### src/rtl/rc_pkg.sv
package rc_pkg;
  localparam int unsigned DATA_W = 32;

  localparam logic [DATA_W-1:0] KEEP_MASK = 32'hF800_0000;
  localparam logic [DATA_W-1:0] W1C_MASK  = 32'h9800_0000;
  localparam logic [DATA_W-1:0] SET_MASK  = 32'h6000_0000;
  localparam logic [DATA_W-1:0] POR_VAL   = 32'h8000_0000;

  localparam int unsigned BIT_POR  = 31;
  localparam int unsigned BIT_SPOR = 30;
  localparam int unsigned BIT_SXIR = 29;
  localparam int unsigned BIT_BPOR = 28;
  localparam int unsigned BIT_BXIR = 27;
endpackage

### src/rtl/rc_decode.sv
module rc_decode #(
  parameter int unsigned ADDR_W    = 16,
  parameter logic [ADDR_W-1:0] BASE_ADDR = 16'hF020
) (
  input  logic [ADDR_W-1:0] addr,
  output logic              hit_reg
);
  localparam logic [ADDR_W-1:0] REG_ADDR = BASE_ADDR + ADDR_W'(4);

  always_comb begin
    hit_reg = (addr == REG_ADDR);
  end
endmodule

### src/rtl/rc_counter.sv
module rc_counter #(
  parameter int unsigned CNT_W = 4
) (
  input  logic clk,
  input  logic rst,
  input  logic dev_rst,
  input  logic clr,
  output logic is_zero,
  output logic first_q
);
  localparam logic [CNT_W-1:0] CNT_MAX = {CNT_W{1'b1}};

  logic [CNT_W-1:0] cnt_q;

  always_ff @(posedge clk) begin
    if (rst) begin
      cnt_q   <= '0;
      first_q <= 1'b0;
    end else if (dev_rst) begin
      first_q <= (cnt_q == '0);
      if (cnt_q != CNT_MAX) cnt_q <= cnt_q + 1'b1;
    end else if (clr) begin
      cnt_q <= '0;
    end
  end

  always_comb is_zero = (cnt_q == '0);

  AST_CNT_SATURATE: assert property (@(posedge clk) disable iff (rst)
    (dev_rst && cnt_q == CNT_MAX) |=> (cnt_q == CNT_MAX));
  AST_CNT_CLEARED: assert property (@(posedge clk) disable iff (rst)
    (clr && !dev_rst) |=> is_zero);
endmodule

### src/rtl/rc_cause.sv
module rc_cause
  import rc_pkg::*;
(
  input  logic              clk,
  input  logic              rst,
  input  logic              dev_rst,
  input  logic              cnt_zero,
  input  logic              wr_hit,
  input  logic [DATA_W-1:0] wdata,
  input  logic [1:0]        dbg_btn,
  output logic [DATA_W-1:0] cause_q
);
  logic [DATA_W-1:0] wmask_d;
  logic [DATA_W-1:0] dbg_d;
  logic [DATA_W-1:0] next_d;

  always_comb begin
    wmask_d = wr_hit ? (wdata & KEEP_MASK) : '0;
    dbg_d   = '0;
    dbg_d[BIT_BPOR] = dbg_btn[1];
    dbg_d[BIT_BXIR] = dbg_btn[0];
    next_d  = ((cause_q & ~(wmask_d & W1C_MASK)) | (wmask_d & SET_MASK)) | dbg_d;
  end

  always_ff @(posedge clk) begin
    if (rst) begin
      cause_q <= '0;
    end else if (dev_rst) begin
      if (cnt_zero) cause_q <= POR_VAL;
    end else begin
      cause_q <= next_d;
    end
  end

  AST_LOW_BITS_ZERO: assert property (@(posedge clk) disable iff (rst)
    (cause_q & ~KEEP_MASK) == '0);
  AST_POR_LOAD: assert property (@(posedge clk) disable iff (rst)
    (dev_rst && cnt_zero) |=> (cause_q == POR_VAL));
  AST_SOFT_STICKY: assert property (@(posedge clk) disable iff (rst)
    $fell(cause_q[BIT_SPOR]) |-> $past(dev_rst));
  AST_DBG_WINS: assert property (@(posedge clk) disable iff (rst)
    (!dev_rst && dbg_btn[1]) |=> cause_q[BIT_BPOR]);
endmodule

### src/rtl/rst_cause_reg.sv
module rst_cause_reg
  import rc_pkg::*;
#(
  parameter int unsigned ADDR_W    = 16,
  parameter logic [ADDR_W-1:0] BASE_ADDR = 16'hF020,
  parameter int unsigned CNT_W     = 4
) (
  input  logic              clk,
  input  logic              rst,
  input  logic              dev_rst,
  input  logic              wr_en,
  input  logic              rd_en,
  input  logic [ADDR_W-1:0] addr,
  input  logic [31:0]       wdata,
  input  logic [1:0]        dbg_btn,
  output logic [31:0]       rdata,
  output logic              sys_rst_req,
  output logic              first_reset
);
  logic              hit_reg;
  logic              wr_hit;
  logic              cnt_zero;
  logic              soft_req;
  logic [DATA_W-1:0] cause_q;

  rc_decode #(.ADDR_W(ADDR_W), .BASE_ADDR(BASE_ADDR)) u_dec (
    .addr    (addr),
    .hit_reg (hit_reg)
  );

  always_comb begin
    wr_hit   = wr_en && hit_reg;
    soft_req = wr_hit && !dev_rst && ((wdata & SET_MASK) != '0);
  end

  rc_counter #(.CNT_W(CNT_W)) u_cnt (
    .clk     (clk),
    .rst     (rst),
    .dev_rst (dev_rst),
    .clr     (wr_hit && wdata[BIT_SPOR]),
    .is_zero (cnt_zero),
    .first_q (first_reset)
  );

  rc_cause u_cause (
    .clk      (clk),
    .rst      (rst),
    .dev_rst  (dev_rst),
    .cnt_zero (cnt_zero),
    .wr_hit   (wr_hit),
    .wdata    (wdata),
    .dbg_btn  (dbg_btn),
    .cause_q  (cause_q)
  );

  always_ff @(posedge clk) begin
    if (rst) begin
      rdata       <= '0;
      sys_rst_req <= 1'b0;
    end else begin
      rdata       <= (rd_en && hit_reg) ? cause_q : '0;
      sys_rst_req <= soft_req;
    end
  end

  AST_REQ_HAS_CAUSE: assert property (@(posedge clk) disable iff (rst)
    sys_rst_req |-> $past(wr_en && hit_reg && !dev_rst && (wdata[30] || wdata[29])));
  AST_RD_IDLE_ZERO: assert property (@(posedge clk) disable iff (rst)
    !$past(rd_en) |-> (rdata == '0));
  AST_MISS_READ_ZERO: assert property (@(posedge clk) disable iff (rst)
    $past(rd_en && !hit_reg) |-> (rdata == '0));
endmodule

### config.mk
export PLATFORM = sky130hd
export DESIGN_NAME = rst_cause_reg
export DESIGN_NICKNAME = d
export VERILOG_FILES = /design/src/rtl/rc_pkg.sv /design/src/rtl/rc_decode.sv /design/src/rtl/rc_counter.sv /design/src/rtl/rc_cause.sv /design/src/rtl/rst_cause_reg.sv
export SDC_FILE = /design/constraint.sdc
export NUM_CORES = 1
export LEC_CHECK = 0
export BUFFER_PORTS_ARGS = -buffer_cell sky130_fd_sc_hd__buf_2
export CAP_MARGIN = 5
export CORE_MARGIN = 2
export CORE_UTILIZATION = 38
export CTS_CLUSTER_DIAMETER = 80
export DETAILED_ROUTE_END_ITERATION = 12
export MAX_ROUTING_LAYER = met4
export PLACE_DENSITY = 0.88
export SETUP_SLACK_MARGIN = 0.15
export SLEW_MARGIN = 20
export SYNTH_ARGS = -nofsm -noshare
export SYNTH_HDL_FRONTEND = slang
export SYNTH_SLANG_ARGS = --single-unit
### constraint.sdc
create_clock -name clk -period 2.4 [get_ports clk]
set_clock_uncertainty 0.05 [all_clocks]
set_input_delay 0 -clock clk [delete_from_list [all_inputs] [get_ports clk]]
set_output_delay 0 -clock clk [all_outputs]
set_load 0.01 [all_outputs]
# == Word level (Yosys, flattened, before mapping) ==
# Cells that the tools add are included.
# classes
add_sub_neg,1
muxes,6
n_eq_ne,4
reduce_logical,11
bitwise,5
# op_table
op,n
32-bit 2-to-1 mux,3
32-bit AND,1
32-bit NOT,1
32-bit by 29-bit OR with 32-bit output,1
32-bit by 31-bit OR with 32-bit output,1
32-bit nonzero test,1
16-bit equality test (second input constant),1
4-bit 2-to-1 mux,3
1-bit logical AND,5
4-bit by 1-bit adder with 4-bit output (second input constant),1
4-bit logical NOT,1
2-bit by 1-bit inequality test with 1-bit output (second input constant),2
4-bit inequality test (second input constant),1
2-bit AND reduction,1
2-bit nonzero test,1
2-bit OR reduction,1
1-bit logical NOT,1
1-bit NOT,1
# totals
output_inout_bits,34
wordCells,32
reg_bits,70

# == Depth between registers and ports, before layout ==
# depth
ltp_word,8
mapped_depth,5

# == Cells and area by module ==
# From an unflattened synthesis, not the netlist that was laid out.
# unflattened
hier_cells,156
area_unflattened_um2,1692.9
# modules_own_cells
mod,cells_each,area_per_inst_um2,instances
rst_cause_reg,73,979.7,1
rc_cause,50,401.6,1
rc_counter,28,261.5,1
rc_decode,5,50.0,1

# == Worst setup path before layout ==
# No wires, ideal clock.
# synth_path
kind,register to register
startpoint,register u_cnt.cnt_q[0]
endpoint,register u_cause.cause_q[29]
path_stages_with_launch,5
setup_slack_ns,1.253
t_required_ns,2.233
arrival_time_ns,0.979
setup_time_ns,0.117
n_path_buf,0
cell_sequence,dfxtp_1 inv_1 ha_1 nand4_1 a32o_1
# synth_via
elab_chain_len,2
# synth_lines
element,line_no,text
"start, declared",rc_counter.sv:13,logic [CNT_W-1:0] cnt_q;
"start signal, assigned",rc_counter.sv:21,if (cnt_q != CNT_MAX) cnt_q <= cnt_q + 1'b1;
4-bit logical NOT,rc_counter.sv:27,always_comb is_zero = (cnt_q == '0);
2-bit by 1-bit inequality test with 1-bit output (no line),--,
"end signal, assigned",rc_cause.sv:31,cause_q <= next_d;
"end, declared",rc_cause.sv:11,output logic [DATA_W-1:0] cause_q
# No other way between the ends.
# A chain may end at the register's enable or synchronous reset.

# == Worst setup path after layout ==
# layout_path
startpoint,register u_cnt.cnt_q[0]
endpoint,register u_cause.cause_q[28]
# The elaborated chain is that of the path after synthesis.

==> results.ini <==
[die]
core_area_um2=2255
rows=17
io_pins=89
start_util_pct=40.68
die_height_um=53.13
dieWidth_um=53.13
die_area_um2=2822

[cells_and_area]
n_antenna_cell=0
fin_area_um2=1136
drive_gt1_share_pct=30.61
area_growth_pct=23.87
fin_nets=205

[timing]
hold_slack_ns=0.03909
slew_viol_final=0
max_freq_mhz=518.8
finalHoldViolCount=0
fin_crit_sh_pct=80.32
setup_viol=0
rsz0062_at_grt=no
max_slew_margin_pct=66.64
setup_tns_ns=0
period_needed_ns=1.928
worstMarginPinSlew_ns=0.4961

[logic_synthesis]
avgSynthCellArea_um2=8.904
yosys_warnings=0
synthArstFlopShare_pct=0
synth_edf_count=0
synthCells=103
yosysTopAreaCell=dfxtp_1
synthTopCellsByCount=27 x buf_4, 16 x dfxtp_1, 7 x and2_1
synth_seq_cells=16
yosysTopAreaCellShare_pct=34.92
yosys_most_used_dff=dfxtp_1
synth.top_cells.by_area=dfxtp_1 35%, buf_4 22%, and2_1 4.8%, o21ai_0 3.3%, nor4b_2 3.3%
ys_types=25
ys_seq_area_share_pct=34.92
synth.most_common_cell=buf_4
syn_area_um2=917.1

[run_status]
status=completed

[route]
dr.pass1.iters=4
vias_per_cell=4.383
wl_per_cell_um=9.714
drc=0
drtIter0Drc=6
ant_nets=0
vias=767
wirelength_mm=1.700

[critical_path]
end_kind=flip-flop
critPathRequiredTime_ns=2.58
slowest_stage=dlygate4sd3_1
worst-path-max-fanout=6
slowest_delay_ns=0.58
startpoint_type=flip-flop
crit_type=reg2reg
worst_ep_arrival_time_ns=2.11
crit_chain=inv_1 -> ha_1 -> nand4_1 -> o311ai_0 -> a21oi_1 -> dlygate4sd3_1

[grt]
grt_usage_pct=13.45
globalRoute.totalOverflow=0
grt_start_max_net_pins=12
antenna_found_initial=0
grt_pass1_wl_mm=2.684
grt_pass1_vias=682

[power]
ir_worst_vdd_mv=0.2322
powerDensity_nw_per_um2=478.6
p_leak_nw=0.5713
internal-power_mw=0.4067
power_frac_seq_pct=51.2
total_power_mw=0.5437
clockPowerShare_pct=32.2
switchingPower_mw=0.1370
combPwrFrac_pct=16.6
switching_share_pct=25.20

[placement]
place_area_um2=1010
io_buffers=34
globalplace.congestion=0.7151
hpwl_mm=1.337

[clocking]
htree_levels=1
root_buffer=clkbuf_4
cts_made_buffers=3
cts_tree=built
clock_latency_ns=0.28
clkSinkCount=16
path_clk_slew_ns=0.10
clockBufferDepth=2

[job]
cap_violations=0

[hold_path]
hold_class=in2reg

layer usage:
layer,vias to the layer above,track usage [%],routed length [um]
li1,384,-,-
met1,337,13.23,684
met2,42,25.21,865
met3,4,1.695,126
met4,0,7.692,25
met5,-,-,0
final timing paths:
kind,from,endpoint,slack (ns),cells after the start
setup / recovery,u_cnt.cnt_q[0]$_SDFFE_PP0P_,u_cause.cause_q[28]$_SDFFE_PP0P_,0.47,6
hold / removal,wdata[30],u_cause.cause_q[30]$_SDFFE_PP0P_,0.04,4
setup reg to reg,u_cnt.cnt_q[0]$_SDFFE_PP0P_,u_cause.cause_q[28]$_SDFFE_PP0P_,0.47,6
hold reg to reg,u_cause.cause_q[27]$_SDFFE_PP0P_,rdata[27]$_SDFF_PP0_,0.40,1
critical path, delay by kind of cell, from the launching register on:
| family | cells | cell delay [ns] |
|---|---|---|
| fa+ha+maj | 1 | 0.20 |
| compound gates | 2 | 0.39 |
| simple gates | 1 | 0.21 |
| flops | 1 | 0.36 |
| buf+inv | 2 | 0.66 |
timing repair:
item / in CTS / in global routing
hold endpoints to repair: 6 / 0
buffers inserted: 0 / 0
gates resized for setup: 0 / 0
hold buffers: 9 / 0
per-stage QoR:
| stage | std cells | setup WS [ns] | utilization, % |
|---|---|---|---|
| 4_1_cts | 175 | 0.5420 | 50.39 |
| 6_report | 175 | 0.4723 | 50.39 |
| 2_1_floorplan | 129 | 1.253 | - |
| 3_5_place_dp | 162 | 0.8785 | 44.78 |
| 5_1_grt | 175 | 0.3831 | 50.39 |
| 3_3_place_gp | 162 | 0.9462 | 44.78 |
power by group through the flow:
stage	clock network [mW]	logic [mW]	registers [mW]
final	0.175	0.0900	0.279
after global routing	0.196	0.101	0.280
after CTS	0.179	0.0885	0.278
after detailed placement	0	0.0768	0.285
after global placement	0	0.0762	0.284
after floorplan	0	0.0791	0.285
area by class of cell:
type                    instances  area [um2]
clock buffers                   4       36.28
inverters                       6       22.52
fillers                       213        1119
repair buffers                 43       260.3
flip-flops and latches         16       320.3
multi-input cells              78       461.7
well taps                      28       35.03
cell families (layout without fill, tap and decap cells):
| logic type | Yosys count | after routing | share of synthesized area [%] |
|---|---|---|---|
| buffers and inverters | 35 | 53 | 25.37 |
| AND/OR/NAND/NOR | 32 | 32 | 24.69 |
| AO/OA/AOI/OAI | 17 | 17 | 11.87 |
| flip-flops | 16 | 16 | 34.93 |
| adder cells (fa/ha/maj) | 2 | 2 | 2.728 |
| other | 1 | 27 | 0.4089 |
placed cells by master, fill, tap and decap left out, drive strengths merged:
cell         count
buf             34
dfxtp           16
clkbuf           4
or3              1
nor2             2
o21ai            6
and2             7
o211a            1
nor2b            3
o31ai            1
nand3            2
ha               2
conb            27
inv              6
nor3b            2
a21oi            5
a32o             1
dlygate4sd3      9
nor4b            2
nand2b           3
a221oi           1
nand2            6
o311ai           2
and4bb           2
nand4            2
state kept, by name (all words and copies together), names as in the netlist:
register / flops
u_cause.cause_q: 5
sys_rst_req: 1
rdata: 5
u_cnt.cnt_q: 4
u_cnt.first_q: 1
(Power assumes the default switching activity.)
